## config.mk

```make
export PLATFORM = sky130hd
export DESIGN_NAME = dsi_link_ctrl
export DESIGN_NICKNAME = d
export VERILOG_FILES = /design/src/rtl/dsi_link_pkg.sv /design/src/rtl/dsi_link_dp.sv /design/src/rtl/dsi_link_fsm.sv /design/src/rtl/dsi_link_ctrl.sv
export SDC_FILE = /design/constraint.sdc
export NUM_CORES = 1
export LEC_CHECK = 0
export BUFFER_PORTS_ARGS = -buffer_cell sky130_fd_sc_hd__buf_2
export CORE_MARGIN = 10
export CORE_UTILIZATION = 45
export DETAILED_ROUTE_END_ITERATION = 10
export GPL_TIMING_DRIVEN = 0
export HOLD_SLACK_MARGIN = 0.02
export PLACE_DENSITY = 0.74
export SLEW_MARGIN = 20
export SYNTH_ARGS = -nofsm -noshare
export SYNTH_HDL_FRONTEND = slang
export SYNTH_SLANG_ARGS = --single-unit
```

## constraint.sdc

```tcl
create_clock -name clk -period 2.3 [get_ports clk]
set_input_delay 0.115 -clock clk [delete_from_list [all_inputs] [get_ports clk]]
set_output_delay 0.115 -clock clk [all_outputs]
set_load 0.005 [all_outputs]
```

## src/rtl/dsi_link_pkg.sv

```systemverilog
package dsi_link_pkg;

  typedef enum logic [1:0] {
    LS_INIT  = 2'd0,
    LS_STOP  = 2'd1,
    LS_HSCLK = 2'd2,
    LS_ULPS  = 2'd3
  } linkState_e;

  localparam logic [1:0] CLK_SRC_BYPASS = 2'd2;

  // strobes from the control FSM to the datapath
  typedef struct packed {
    logic loadLanes;
    logic startPoll;
    logic pollStep;
    logic setAllHs;
    logic setVideoHs;
    logic setCpuHs;
    logic clrHs;
  } dpCtrl_t;

endpackage

```

## src/rtl/dsi_link_dp.sv

```systemverilog
module dsi_link_dp
  import dsi_link_pkg::*;
#(
  parameter int NUM_DATA_LANES = 4,
  parameter int POLL_LIMIT     = 100,
  localparam int CNT_W = $clog2(POLL_LIMIT + 1),
  localparam int LC_W  = $clog2(NUM_DATA_LANES + 1)
) (
  input  logic                    clk,
  input  logic                    rst,
  input  dpCtrl_t                 ctrl,
  input  logic [LC_W-1:0]         laneCount,
  output logic [NUM_DATA_LANES:0] laneEn,
  output logic                    hsClkOn,
  output logic                    lcdHsMode,
  output logic                    cpuHsMode,
  output logic                    pollLast
);

  logic [NUM_DATA_LANES-1:0] dataMask;
  logic [CNT_W-1:0]          pollCnt;

  // contiguous data-lane mask: lane i is on when the count exceeds i
  for (genvar i = 0; i < NUM_DATA_LANES; i++) begin : g_mask
    assign dataMask[i] = (int'(laneCount) > i);
  end

  always_ff @(posedge clk) begin
    if (rst) begin
      laneEn <= '0;
    end else if (ctrl.loadLanes) begin
      laneEn <= {dataMask, 1'b1};
    end
  end

  always_ff @(posedge clk) begin
    if (rst) begin
      pollCnt <= '0;
    end else if (ctrl.startPoll) begin
      pollCnt <= CNT_W'(POLL_LIMIT);
    end else if (ctrl.pollStep) begin
      pollCnt <= pollCnt - 1'b1;
    end
  end

  assign pollLast = (pollCnt == CNT_W'(1));

  always_ff @(posedge clk) begin
    if (rst) begin
      hsClkOn   <= 1'b0;
      lcdHsMode <= 1'b0;
      cpuHsMode <= 1'b0;
    end else if (ctrl.clrHs) begin
      hsClkOn   <= 1'b0;
      lcdHsMode <= 1'b0;
      cpuHsMode <= 1'b0;
    end else begin
      if (ctrl.setAllHs) begin
        hsClkOn   <= 1'b1;
        lcdHsMode <= 1'b1;
        cpuHsMode <= 1'b1;
      end
      if (ctrl.setVideoHs) lcdHsMode <= 1'b1;
      if (ctrl.setCpuHs)   cpuHsMode <= 1'b1;
    end
  end

  logic [NUM_DATA_LANES:0] dataPlusOne;
  assign dataPlusOne = {1'b0, laneEn[NUM_DATA_LANES:1]} + 1'b1;


  data_contig_chk: assert property (@(posedge clk) disable iff (rst)
    $onehot(dataPlusOne));


  clk_lane_with_data_chk: assert property (@(posedge clk) disable iff (rst)
    (laneEn[NUM_DATA_LANES:1] != '0) |-> laneEn[0]);


  poll_no_underflow_chk: assert property (@(posedge clk) disable iff (rst)
    ctrl.pollStep |-> (pollCnt > CNT_W'(1)));

endmodule

```

## src/rtl/dsi_link_fsm.sv

```systemverilog
module dsi_link_fsm
  import dsi_link_pkg::*;
#(
  parameter int NUM_DATA_LANES = 4,
  localparam int LC_W = $clog2(NUM_DATA_LANES + 1)
) (
  input  logic            clk,
  input  logic            rst,
  input  logic [LC_W-1:0] laneCount,
  input  logic [1:0]      clkSrc,
  input  logic            initReq,
  input  logic            hsEnReq,
  input  logic            ulpsReq,
  input  logic            ulpsExitReq,
  input  logic            xferReq,
  input  logic            xferVideo,
  input  logic            writeReq,
  input  logic            laneStop,
  input  logic            pollLast,
  output dpCtrl_t         ctrl,
  output linkState_e      state,
  output logic            initErr,
  output logic            modeErr,
  output logic            writeErr,
  output logic            writeGrant
);

  linkState_e nState;
  logic polling, nPolling;
  logic initErrN, modeErrN;
  logic countOk;

  assign countOk = (laneCount != '0) && (int'(laneCount) <= NUM_DATA_LANES);

  always_comb begin
    ctrl     = '0;
    nState   = state;
    nPolling = polling;
    initErrN = 1'b0;
    modeErrN = 1'b0;
    if (polling) begin
      if (laneStop) begin
        nPolling = 1'b0;
        nState   = LS_STOP;
      end else if (pollLast) begin
        nPolling = 1'b0;
        initErrN = 1'b1;
      end else begin
        ctrl.pollStep = 1'b1;
      end
    end else begin
      unique case (state)
        LS_INIT: begin
          if (initReq) begin
            if (countOk) begin
              ctrl.loadLanes = 1'b1;
              ctrl.startPoll = 1'b1;
              nPolling       = 1'b1;
            end else begin
              initErrN = 1'b1;
            end
          end else if (xferReq) begin
            modeErrN = 1'b1;
          end
        end
        LS_STOP: begin
          if (hsEnReq) begin
            if (clkSrc != CLK_SRC_BYPASS) begin
              nState        = LS_HSCLK;
              ctrl.setAllHs = 1'b1;
            end
          end else if (ulpsReq) begin
            nState     = LS_ULPS;
            ctrl.clrHs = 1'b1;
          end else if (xferReq) begin
            if (xferVideo) modeErrN = 1'b1;
            else           ctrl.setCpuHs = 1'b1;
          end
        end
        LS_HSCLK: begin
          if (ulpsReq) begin
            nState     = LS_ULPS;
            ctrl.clrHs = 1'b1;
          end else if (xferReq) begin
            if (xferVideo) ctrl.setVideoHs = 1'b1;
            else           ctrl.setCpuHs   = 1'b1;
          end
        end
        LS_ULPS: begin
          if (ulpsExitReq) begin
            nState = LS_STOP;
          end else if (xferReq) begin
            modeErrN = 1'b1;
          end
        end
        default: nState = LS_INIT;
      endcase
    end
  end

  always_ff @(posedge clk) begin
    if (rst) begin
      state      <= LS_INIT;
      polling    <= 1'b0;
      initErr    <= 1'b0;
      modeErr    <= 1'b0;
      writeErr   <= 1'b0;
      writeGrant <= 1'b0;
    end else begin
      state      <= nState;
      polling    <= nPolling;
      initErr    <= initErrN;
      modeErr    <= modeErrN;
      writeErr   <= writeReq && (state == LS_ULPS);
      writeGrant <= writeReq && (state != LS_ULPS);
    end
  end


  bypass_blocks_hs_chk: assert property (@(posedge clk) disable iff (rst)
    (state == LS_STOP && hsEnReq && clkSrc == CLK_SRC_BYPASS) |=> (state == LS_STOP));


  write_err_only_ulps_chk: assert property (@(posedge clk) disable iff (rst)
    writeErr |-> ($past(state) == LS_ULPS));


  write_excl_chk: assert property (@(posedge clk) disable iff (rst)
    !(writeErr && writeGrant));


  stop_from_poll_chk: assert property (@(posedge clk) disable iff (rst)
    (polling && laneStop) |=> (state == LS_STOP && !initErr));

endmodule

```

## src/rtl/dsi_link_ctrl.sv

```systemverilog
module dsi_link_ctrl
  import dsi_link_pkg::*;
#(
  parameter int NUM_DATA_LANES = 4,
  parameter int POLL_LIMIT     = 100,
  localparam int LC_W = $clog2(NUM_DATA_LANES + 1)
) (
  input  logic                    clk,
  input  logic                    rst,
  input  logic [LC_W-1:0]         laneCount,
  input  logic [1:0]              clkSrc,
  input  logic                    initReq,
  input  logic                    hsEnReq,
  input  logic                    ulpsReq,
  input  logic                    ulpsExitReq,
  input  logic                    xferReq,
  input  logic                    xferVideo,
  input  logic                    writeReq,
  input  logic                    laneStop,
  output logic [NUM_DATA_LANES:0] laneEn,
  output logic                    hsClkOn,
  output logic                    lcdHsMode,
  output logic                    cpuHsMode,
  output logic [1:0]              linkState,
  output logic                    initErr,
  output logic                    modeErr,
  output logic                    writeErr,
  output logic                    writeGrant
);

  dpCtrl_t    ctrl;
  linkState_e state;
  logic       pollLast;

  dsi_link_fsm #(.NUM_DATA_LANES(NUM_DATA_LANES)) u_fsm (
    .clk(clk), .rst(rst), .laneCount(laneCount), .clkSrc(clkSrc),
    .initReq(initReq), .hsEnReq(hsEnReq), .ulpsReq(ulpsReq),
    .ulpsExitReq(ulpsExitReq), .xferReq(xferReq), .xferVideo(xferVideo),
    .writeReq(writeReq), .laneStop(laneStop), .pollLast(pollLast),
    .ctrl(ctrl), .state(state), .initErr(initErr), .modeErr(modeErr),
    .writeErr(writeErr), .writeGrant(writeGrant)
  );

  dsi_link_dp #(.NUM_DATA_LANES(NUM_DATA_LANES), .POLL_LIMIT(POLL_LIMIT)) u_dp (
    .clk(clk), .rst(rst), .ctrl(ctrl), .laneCount(laneCount),
    .laneEn(laneEn), .hsClkOn(hsClkOn), .lcdHsMode(lcdHsMode),
    .cpuHsMode(cpuHsMode), .pollLast(pollLast)
  );

  assign linkState = state;


  hs_clk_state_chk: assert property (@(posedge clk) disable iff (rst)
    hsClkOn |-> (state == LS_HSCLK));


  video_hs_state_chk: assert property (@(posedge clk) disable iff (rst)
    lcdHsMode |-> (state == LS_HSCLK));


  ulps_quiet_chk: assert property (@(posedge clk) disable iff (rst)
    (state == LS_ULPS) |-> !(hsClkOn || cpuHsMode));


  stop_has_clk_lane_chk: assert property (@(posedge clk) disable iff (rst)
    (state != LS_INIT) |-> laneEn[0]);

endmodule

```

==> flow_metrics.py, run 1 <==
metrics = {
    "synth": {
        "seq_area_frac_synth_pct": 39.5,
        "syn_nets": 144,
        "synth_seq_cells": 22,
        "synthFlopType": "dfxtp_1",
        "async_flop_share_pct": 0,
        "netlist.area_leader.share_pct": 39.5,
        "synth_area_leaders": "dfxtp_1, ha_1, nor2_1",
        "syn_area_per_cell_um2": 9.14,
        "synth_cell_types": 40,
        "synth-edff-count": 0,
        "synth_top_cell_by_area": "dfxtp_1",
        "syn_inst": 122,
        "synth_area_um2": 1110,
        "yosys_warnings": 0,
    },
    "placement": {
        "place_hpwl_mm": 2.11,
        "place_congestion": 0.856,
        "port_buffers": 28,
        "placed_area_um2": 1290,
    },
    "route": {
        "viasPerCell": 5.48,
        "routedWlPerCell_um": 14.6,
        "wl_mm": 2.66,
        "vias": 997,
        "detail-route-antenna-nets": 0,
        "drcViolationCount": 0,
        "first_pass_iters": 4,
        "drtIter0Drc": 34,
    },
    "clocking": {
        "htreeDepth": 1,
        "cts_buffers": 3,
        "holdBufCountCts": 0,
        "root_buffer": "clkbuf_4",
        "ctsResizeCount": 0,
        "post_cts_buffers": 0,
        "cts_tree": "done",
        "path_clk_slew_ps": 130,
        "clk_latency_ps": 310,
        "cts.sinks": 22,
        "clockBufferDepth": 2,
    },
    "setup_path": {
        "end_kind": "flip-flop",
        "crit_top_cell": "a311oi_1",
        "crit_chain": "inv_1, ha_1, mux2i_1, a311oi_1, a211oi_1, a311oi_1",
        "worstPathRequired_ps": 2530,
        "cp_max_fo": 6,
        "crit_path_start_kind": "flip-flop",
        "reg2reg_depth": 6,
        "critical_path.max_stage_delay_ps": 480,
        "ff2ff_setup_slack_ps": 330,
        "worstPathArrival_ps": 2200,
        "crit_type": "flip-flop to flip-flop",
        "r2r-start": "u_fsm.state[0]$_SDFFE_PP0P_",
        "slowest_stage": "dfxtp_1",
        "r2r-end": "u_fsm.state[0]$_SDFFE_PP0P_",
    },
    "global_routing": {
        "grt_start_max_net_pins": 14,
        "grtUsageTotal_pct": 10.8,
        "antenna_found_initial": 0,
        "grt_pass1_wl_mm": 4.44,
        "overflow": 0,
        "grt_pass1_vias": 1023,
    },
    "die": {
        "dieWidth_um": 69.8,
        "io_pins": 29,
        "fp.dieH_um": 69.8,
        "core_um2": 2280,
        "rows": 17,
        "start_util_pct": 49.0,
        "die_area_um2": 4870,
    },
    "power": {
        "p_leak_nw": 0.594,
        "power_frac_seq_pct": 42.7,
        "vdd_drop_max_v": 0.000596,
        "clkPwrFrac_pct": 25.1,
        "power_density_nw_per_um2": 887,
        "swShare_pct": 32.5,
        "pwr-share-comb_pct": 32.2,
        "switching_power_mw": 0.386,
        "p_int_mw": 0.804,
    },
    "timing": {
        "hold_viol_final": 0,
        "setup_tns_ps": 0,
        "finalCritPeriodShare_pct": 85.8,
        "slew_headroom_pct": 65.1,
        "worst_pin_slew_ps": 520,
        "fin_crit_ps": 1970,
        "rsz0062_at_grt": "no",
        "fin_skew_ps": 7.62,
        "timing.hold.ws_ps": 51.4,
        "drv_slew": 0,
        "setup_viol": 0,
        "max_freq_mhz": 507,
    },
    "final_layout": {
        "final_cell_area_um2": 1340,
        "largest_reg_flops": 7,
        "final_net_count": 177,
        "diodes": 0,
        "layout-drive-gt1-share_pct": 26.0,
        "regMostFlops": "u_dp.pollCnt",
        "syn2layout_area_growth_pct": 20.4,
        "top_regs": "u_dp.pollCnt x7, u_dp.laneEn x5, u_fsm.state x2",
    },
    "status": {
        "outcome": "finished, final reports clean",
    },
    "min_path": {
        "hold_path_end": "u_fsm.writeErr$_SDFF_PP0_",
        "min_path_cells": 2,
        "holdCritPathClass": "input port to flip-flop",
        "min_from": "writeReq",
    },
    "run": {
        "drv_cap": 0,
    },
}
==> synth_stat cells, types with 2 or more instances <==
master	number
nor2_1	16
dfxtp_1	22
buf_2	2
o21ai_0	2
nor3_1	4
and3_1	2
a211oi_1	5
xnor2_1	3
a311oi_1	2
nor3b_1	2
or3_1	3
mux2i_1	2
nand2_1	4
o22ai_1	2
nand3_1	2
ha_1	7
a32oi_1	2
inv_1	8
a21oi_1	6
nor2b_1	6
==> cell usage in the layout (no fill, tap or decap), types with 2 or more instances in the layout <==
cell type,count
o21ai_0,2
a311oi_1,2
a211oi_1,5
dfxtp_1,22
nor2_1,16
xnor2_1,3
inv_1,8
a21oi_1,6
ha_1,7
nor3b_1,2
mux2i_1,2
o22ai_1,2
nand3_1,2
clkbuf_4,3
nor2b_1,6
buf_2,30
nor3_1,4
and3_1,2
nand2_1,4
a32oi_1,2
or3_1,3
==> worst max-delay path, delay by kind of cell, from the launching register on <==
| family | cells | cell delay [ps] |
|---|---|---|
| flops | 1 | 480 |
| mux | 1 | 100 |
| fa+ha+maj | 1 | 350 |
| compound gates | 3 | 830 |
| buf+inv | 1 | 130 |
==> power groups by stage <==
stage | Clock, mW | Sequential, mW | Combinational [mW]
2_1_floorplan | 0 | 0.512 | 0.259
6_report | 0.299 | 0.508 | 0.383
3_3_place_gp | 0 | 0.511 | 0.369
4_1_cts | 0.307 | 0.508 | 0.388
3_5_place_dp | 0 | 0.516 | 0.384
5_1_grt | 0.321 | 0.516 | 0.439
==> kinds of logic after synthesis <==
logic type	after synthesis	share of synthesized area, %
flops	22	39.5
fa+ha+maj	7	7.86
xor+xnor	3	2.36
simple gates	47	24.0
mux	2	1.80
compound gates	29	19.2
buf+inv	12	5.28
==> area by class of cell <==
cell class,instances,area (um^2)
buffer,4,28.8
clock inverter,1,30.0
inverter,8,30.0
clock buffer,3,22.5
sequential,22,440
multi-input combinational,88,616
timing repair buffer,28,140
fill,206,933
tap,28,35.0
==> worst max-delay path by stage <==
stage                                            from  slack, ps                          end
after CTS                 u_fsm.state[0]$_SDFFE_PP0P_        340  u_fsm.state[0]$_SDFFE_PP0P_
final                     u_fsm.state[0]$_SDFFE_PP0P_        330  u_fsm.state[0]$_SDFFE_PP0P_
after floorplan           u_fsm.state[0]$_SDFFE_PP0P_        640  u_fsm.state[0]$_SDFFE_PP0P_
after detailed placement  u_fsm.state[0]$_SDFFE_PP0P_        390  u_fsm.state[0]$_SDFFE_PP0P_
after global routing      u_fsm.state[0]$_SDFFE_PP0P_        190  u_fsm.state[0]$_SDFFE_PP0P_
after global placement    u_fsm.state[0]$_SDFFE_PP0P_        500  u_fsm.state[0]$_SDFFE_PP0P_
==> stage by stage <==
step                      std cells  utilization (%)  setup WS [ps]  power [mW]
after floorplan                 122                -            642       0.771
after global placement          178             56.7            505       0.880
after detailed placement        178             56.7            391       0.900
after CTS                       182             59.0            340        1.20
after global routing            182             59.0            185        1.28
final                           182             59.0            326        1.19
==> per-layer routing <==
| layer | part of all wire, % | track usage [%] |
|---|---|---|
| met4 | 2.0 | 5.22 |
| met2 | 51 | 19.3 |
| met1 | 42 | 10.9 |
| met3 | 5.6 | 3.57 |
| met5 | 0 | 0 |
Power figures use the tool's default switching activity.
==> run 2: changes to the inputs <==
Settings changed: ABC_AREA set to 1, PLACE_DENSITY 0.74 to 0.73.
==> run 2 against run 1 <==
  * Sequential power decreased by 2%
  * Register-to-register slack improved by 350 ps
  * Highest routed layer unchanged
  * Wire length decreased by 6.1%
  * Final cell count increased by 25%
  * Critical path depth increased by 1
==> flow_metrics.py, run 2 <==
metrics = {
    "status": {
        "outcome": "finished, final reports clean",
    },
    "min_path": {
        "min_from": "rst",
        "holdCritPathClass": "input port to flip-flop",
        "hold_path_end": "u_fsm.state[1]$_SDFFE_PP0P_",
        "min_path_cells": 2,
    },
    "setup_path": {
        "crit_type": "flip-flop to flip-flop",
        "crit_path_start_kind": "flip-flop",
        "critical_path.max_stage_delay_ps": 470,
        "slowest_stage": "dfxtp_1",
        "ff2ff_setup_slack_ps": 670,
        "end_kind": "flip-flop",
        "cp_max_fo": 7,
        "r2r-start": "u_fsm.state[1]$_SDFFE_PP0P_",
        "worstPathArrival_ps": 1820,
        "crit_chain": "inv_1, ha_1, inv_1, nor2_1, o21ai_0, o21ai_0, nor2_1",
        "reg2reg_depth": 7,
        "worstPathRequired_ps": 2490,
        "r2r-end": "u_dp.cpuHsMode$_SDFFE_PP0P_",
    },
    "power": {
        "power_frac_seq_pct": 44.6,
        "swShare_pct": 36.5,
        "vdd_drop_max_v": 0.000592,
        "total_power_mw": 1.12,
        "clkPwrFrac_pct": 19.1,
        "p_leak_nw": 0.719,
        "power_density_nw_per_um2": 805,
        "pwr-share-comb_pct": 36.3,
        "switching_power_mw": 0.408,
        "p_int_mw": 0.709,
    },
    "route": {
        "routedWlPerCell_um": 11.0,
        "viasPerCell": 4.75,
        "vias": 1079,
        "first_pass_iters": 4,
        "drcViolationCount": 0,
        "wl_mm": 2.50,
        "detail-route-antenna-nets": 0,
        "drtIter0Drc": 38,
    },
    "final_layout": {
        "layout-drive-gt1-share_pct": 22.8,
        "largest_reg_flops": 7,
        "final_util_pct": 56.1,
        "regMostFlops": "u_dp.pollCnt",
        "final_cell_mix": "nand2_1, buf_2, inv_1",
        "final_common_cell": "nand2_1",
        "top_regs": "u_dp.pollCnt x7, u_dp.laneEn x5, u_fsm.state x2",
        "syn2layout_area_growth_pct": 18.7,
        "diodes": 0,
        "final_cell_area_um2": 1390,
        "final_net_count": 220,
    },
    "placement": {
        "place_congestion": 0.856,
        "placed_area_um2": 1340,
        "port_buffers": 27,
        "place_hpwl_mm": 2.05,
    },
    "clocking": {
        "post_cts_buffers": 0,
        "htreeDepth": 1,
        "root_buffer": "clkbuf_4",
        "clk_latency_ps": 300,
        "clockBufferDepth": 2,
        "cts_buffers": 3,
        "ctsResizeCount": 0,
        "cts.sinks": 22,
        "path_clk_slew_ps": 130,
        "cts_tree": "done",
        "holdBufCountCts": 1,
    },
    "timing": {
        "hold_viol_final": 0,
        "finalCritPeriodShare_pct": 70.7,
        "fin_crit_ps": 1630,
        "rsz0062_at_grt": "no",
        "setup_viol": 0,
        "worst_pin_slew_ps": 368,
        "fin_skew_ps": 7.01,
        "drv_slew": 0,
        "slew_headroom_pct": 75.4,
        "setup_tns_ps": 0,
        "max_freq_mhz": 615,
    },
    "synth": {
        "seq_area_frac_synth_pct": 37.6,
        "synth_cell_types": 28,
        "yosys_warnings": 0,
        "synth_top_cell_by_area": "dfxtp_1",
        "synth_seq_cells": 22,
        "synthTopCellsByCount": "nand2_1, inv_1, dfxtp_1",
        "synth-edff-count": 0,
        "synth_area_leaders": "dfxtp_1, nand2_1, ha_1",
        "synth_most_common_cell": "nand2_1",
        "synth_area_um2": 1170,
        "syn_area_per_cell_um2": 7.09,
        "netlist.area_leader.share_pct": 37.6,
        "syn_inst": 165,
        "async_flop_share_pct": 0,
        "syn_nets": 187,
        "synthFlopType": "dfxtp_1",
    },
    "die": {
        "core_um2": 2480,
        "dieWidth_um": 71.0,
        "io_pins": 29,
        "start_util_pct": 47.2,
        "rows": 18,
        "die_area_um2": 5040,
        "fp.dieH_um": 71.0,
    },
    "global_routing": {
        "grt_pass1_wl_mm": 4.28,
        "grtUsageTotal_pct": 9.73,
        "grt_start_max_net_pins": 13,
        "antenna_found_initial": 0,
        "grt_pass1_vias": 1055,
        "overflow": 0,
    },
    "run": {
        "drv_cap": 0,
    },
}
[run 2: changes by cell type after synthesis, moves of 4 or more]
cell / delta
nand3_1: +6
nor2b_1: -6
a211oi_1: -4
nand2_1: +37
inv_1: +15
o21ai_0: +5
[run 2: cell type report]
type                    instances  area, um^2
flip-flops and latches         22         440
plain buffers                   1        5.00
multi-input cells             116         627
well taps                      30        37.5
inverters                      26        97.6
repair buffers                 28         145
fillers                       253        1090
clock buffers                   4        36.3
[run 2: per-stage QoR]
stage	setup WS, ps	hold WS, ps	std cells
CTS	685	69.8	227
global route	554	70.0	227
finish	675	77.1	227
global placement	789	344	222
detailed placement	708	353	222
floorplan	908	226	165
[run 2: metal layers]
layer / up-vias / routed length, um / GRT usage [%]
met5: - / 0 / 0
met4: 0 / 9 / 2.80
met3: 2 / 151 / 3.07
met2: 30 / 1100 / 15.9
met1: 467 / 1230 / 11.9
li1: 580 / - / -
[run 2: power groups by stage]
| stage | Clock, mW | Combinational (mW) | Sequential, mW |
|---|---|---|---|
| after floorplan | 0 | 0.288 | 0.505 |
| after global placement | 0 | 0.396 | 0.503 |
| after detailed placement | 0 | 0.408 | 0.508 |
| after CTS | 0.219 | 0.411 | 0.499 |
| after global routing | 0.243 | 0.470 | 0.510 |
| final | 0.213 | 0.406 | 0.499 |
[run 2: how the worst max path moves through the flow]
stage	endpoint	startpoint	slack [ps]	cells past startpoint
4_1_cts	u_dp.cpuHsMode$_SDFFE_PP0P_	u_fsm.state[1]$_SDFFE_PP0P_	680	7
2_1_floorplan	u_dp.cpuHsMode$_SDFFE_PP0P_	u_fsm.state[0]$_SDFFE_PP0P_	910	7
6_report	u_dp.cpuHsMode$_SDFFE_PP0P_	u_fsm.state[1]$_SDFFE_PP0P_	670	7
5_1_grt	u_dp.lcdHsMode$_SDFFE_PP0P_	u_fsm.state[1]$_SDFFE_PP0P_	550	7
3_3_place_gp	u_dp.cpuHsMode$_SDFFE_PP0P_	u_fsm.state[0]$_SDFFE_PP0P_	790	7
3_5_place_dp	u_dp.cpuHsMode$_SDFFE_PP0P_	u_fsm.state[1]$_SDFFE_PP0P_	710	7
[run 2: cell families (layout without fill, tap and decap cells)]
| logic type | Yosys count | count (layout) | synth area share [%] |
|---|---|---|---|
| DFF | 22 | 22 | 37.6 |
| xor gates and xnor gates | 3 | 3 | 2.25 |
| and+or+nand+nor | 88 | 88 | 35.5 |
| buffers and inverters | 27 | 59 | 8.77 |
| adders and majority gates | 7 | 7 | 7.49 |
| AOI/OAI and AO/OA | 18 | 18 | 8.34 |
[run 2: critical path: cells and delay by family, from the launching register on]
kind                     cells  cell delay, ps
AO/OA/AOI/OAI                2             420
adder cells (fa/ha/maj)      1             280
buffers and inverters        2             150
flip-flops                   1             470
AND/OR/NAND/NOR              2             190
==> run 3: changes to the inputs <==
Settings changed: ABC_AREA 1 to 0, PLACE_DENSITY 0.73 to 0.76.
Clock period 2.3 ns to 1.33 ns, I/O delays scaled along.
==> run 3 against run 2 <==
  * The run now ends with setup timing left
  * Highest routed layer unchanged
  * Critical path depth unchanged
  * Global-route usage up 2.8 points
  * Register-to-register slack worse by 980 ps
  * Sequential power is 82% higher
  * Critical path type unchanged
  * Sequential cell count did not move
  * Maximum frequency is 0.35% lower
  * Via count increased by 2.9%
  * Wire length is 33% higher
  * Worst hold slack got worse by 23 ps
==> flow_metrics.py, run 3 (synthesized netlist as in run 1, its figures left out) <==
metrics = {
    "final_layout": {
        "fillers": 157,
        "diodes": 0,
        "layout-drive-gt1-share_pct": 54.9,
        "final_net_count": 196,
        "regMostFlops": "u_dp.pollCnt",
        "final_cell_mix": "buf_2, buf_4, dfxtp_1",
        "regArea_um2": 459,
        "multi_input_area_um2": 801,
        "syn2layout_area_growth_pct": 53.5,
        "fin_cells": 201,
        "final_util_pct": 75.2,
        "final_common_cell": "buf_2",
        "top_regs": "u_dp.pollCnt x7, u_dp.laneEn x5, u_fsm.state x2",
        "largest_reg_flops": 7,
    },
    "placement": {
        "place_congestion": 0.785,
        "place_hpwl_mm": 2.10,
        "port_buffers": 28,
        "place_inst": 178,
        "pre_cts_slack_ps": -201,
    },
    "timing": {
        "setup_viol": 18,
        "slew_headroom_pct": 78.5,
        "hold_viol_final": 0,
        "timing.hold.ws_ps": 54.5,
        "finalCritPeriodShare_pct": 123,
        "drv_slew": 0,
        "fin_crit_ps": 1630,
        "fin_skew_ps": 1.61,
        "rsz0062_at_grt": "yes",
        "setup_slack_ps": -301,
        "worst_pin_slew_ps": 321,
        "max_freq_mhz": 613,
    },
    "setup_path": {
        "cp_max_fo": 4,
        "slowest_stage": "dfxtp_4",
        "path_delay_family": "flip-flops",
        "path_buf_inv": 2,
        "crit_chain": "inv_4, ha_4, mux2i_2, a311oi_2, buf_4, a221o_1, nor2_1",
        "worstPathArrival_ps": 1880,
        "critical_path.max_stage_delay_ps": 410,
        "crit_path_start_kind": "flip-flop",
        "end_kind": "flip-flop",
        "worstPathRequired_ps": 1580,
        "crit_type": "flip-flop to flip-flop",
    },
    "clocking": {
        "cts_buffers": 3,
        "cts.sinks": 22,
        "root_buffer": "clkbuf_4",
        "clk_latency_ps": 310,
        "cts_tree": "done",
        "clockBufferDepth": 2,
        "htreeDepth": 1,
        "path_clk_slew_ps": 130,
    },
    "route": {
        "detail-route-antenna-nets": 0,
        "wl_mm": 3.33,
        "viasPerCell": 5.52,
        "first_pass_iters": 4,
        "vias": 1110,
        "drtIter0Drc": 79,
        "routedWlPerCell_um": 16.6,
        "drcViolationCount": 0,
    },
    "power": {
        "p_leak_nw": 0.720,
        "power_density_nw_per_um2": 1510,
        "vdd_drop_max_v": 0.00124,
        "total_power_mw": 2.58,
    },
    "die": {
        "rows": 17,
        "io_pins": 29,
        "start_util_pct": 49.0,
        "die_area_um2": 4870,
        "core_um2": 2280,
        "dieWidth_um": 69.8,
        "fp.dieH_um": 69.8,
    },
    "global_routing": {
        "antenna_found_initial": 0,
        "overflow": 0,
        "grt_pass1_wl_mm": 5.18,
        "grt_pass1_vias": 1133,
        "grtUsageTotal_pct": 12.5,
        "grt_start_max_net_pins": 14,
    },
    "status": {
        "violations": "setup timing",
        "outcome": "complete, but fails checks",
    },
    "run": {
        "drv_cap": 0,
    },
    "min_path": {
        "holdCritPathClass": "input port to flip-flop",
    },
}
-- run 3: worst reg2reg max path, delay by kind of cell (launching register included) --
family / cells / cell delay (ps)
AOI/OAI and AO/OA: 2 / 370
adders and majority gates: 1 / 240
buffers and inverters: 2 / 220
DFF: 1 / 410
muxes: 1 / 170
and+or+nand+nor: 1 / 140
-- run 3: area by class of cell --
| cell class | count | area share, % |
|---|---|---|
| plain buffers | 4 | 2.27 |
| clock buffers | 4 | 2.78 |
| inverters | 8 | 2.05 |
| multi-input cells | 88 | 46.8 |
| flip-flops and latches | 22 | 26.8 |
| well taps | 28 | 2.05 |
| repair buffers | 47 | 17.3 |
-- run 3: final timing paths --
check,startpoint,endpoint,slack (ps),cells after the start
worst max-delay path,u_fsm.state[1]$_SDFFE_PP0P_,u_fsm.state[1]$_SDFFE_PP0P_,-300,7
worst min-delay path,rst,u_fsm.state[1]$_SDFFE_PP0P_,50,3
worst max register to register,u_fsm.state[1]$_SDFFE_PP0P_,u_fsm.state[1]$_SDFFE_PP0P_,-300,7
worst min register to register,u_dp.laneEn[4]$_SDFFE_PP0P_,u_dp.laneEn[4]$_SDFFE_PP0P_,460,2
-- run 3: repair_timing --
action                                  CTS  global route
pin swaps                                15            13
setup buffers                             8             8
hold endpoints to repair                  3             0
gates cloned                              1             0
endpoints found under the setup margin   17            19
gates resized for setup                  29            15
hold buffers                              2             0
-- run 3: power by group --
group / switching (mW) / internal [mW] / leakage (nW)
sequential: 0.117 / 0.792 / 0.184
combinational: 0.584 / 0.639 / 0.509
clock: 0.215 / 0.230 / 0.0261
-- run 3: stage by stage --
step | area (um^2) | setup TNS (ps)
after floorplan | 1170 | -132
after global placement | 1340 | -1030
after detailed placement | 1340 | -1510
after CTS | 1580 | -1420
after global routing | 1710 | -2570
final | 1710 | -1760
-- run 3: metal layers --
metal	track usage [%]	vias to the layer above	wire, um	share of wire (%)
met5	0	-	0	0
met4	4.35	0	86	2.6
met3	4.56	10	175	5.3
met2	21.8	37	1640	49
met1	13.5	523	1430	43
li1	-	540	-	-
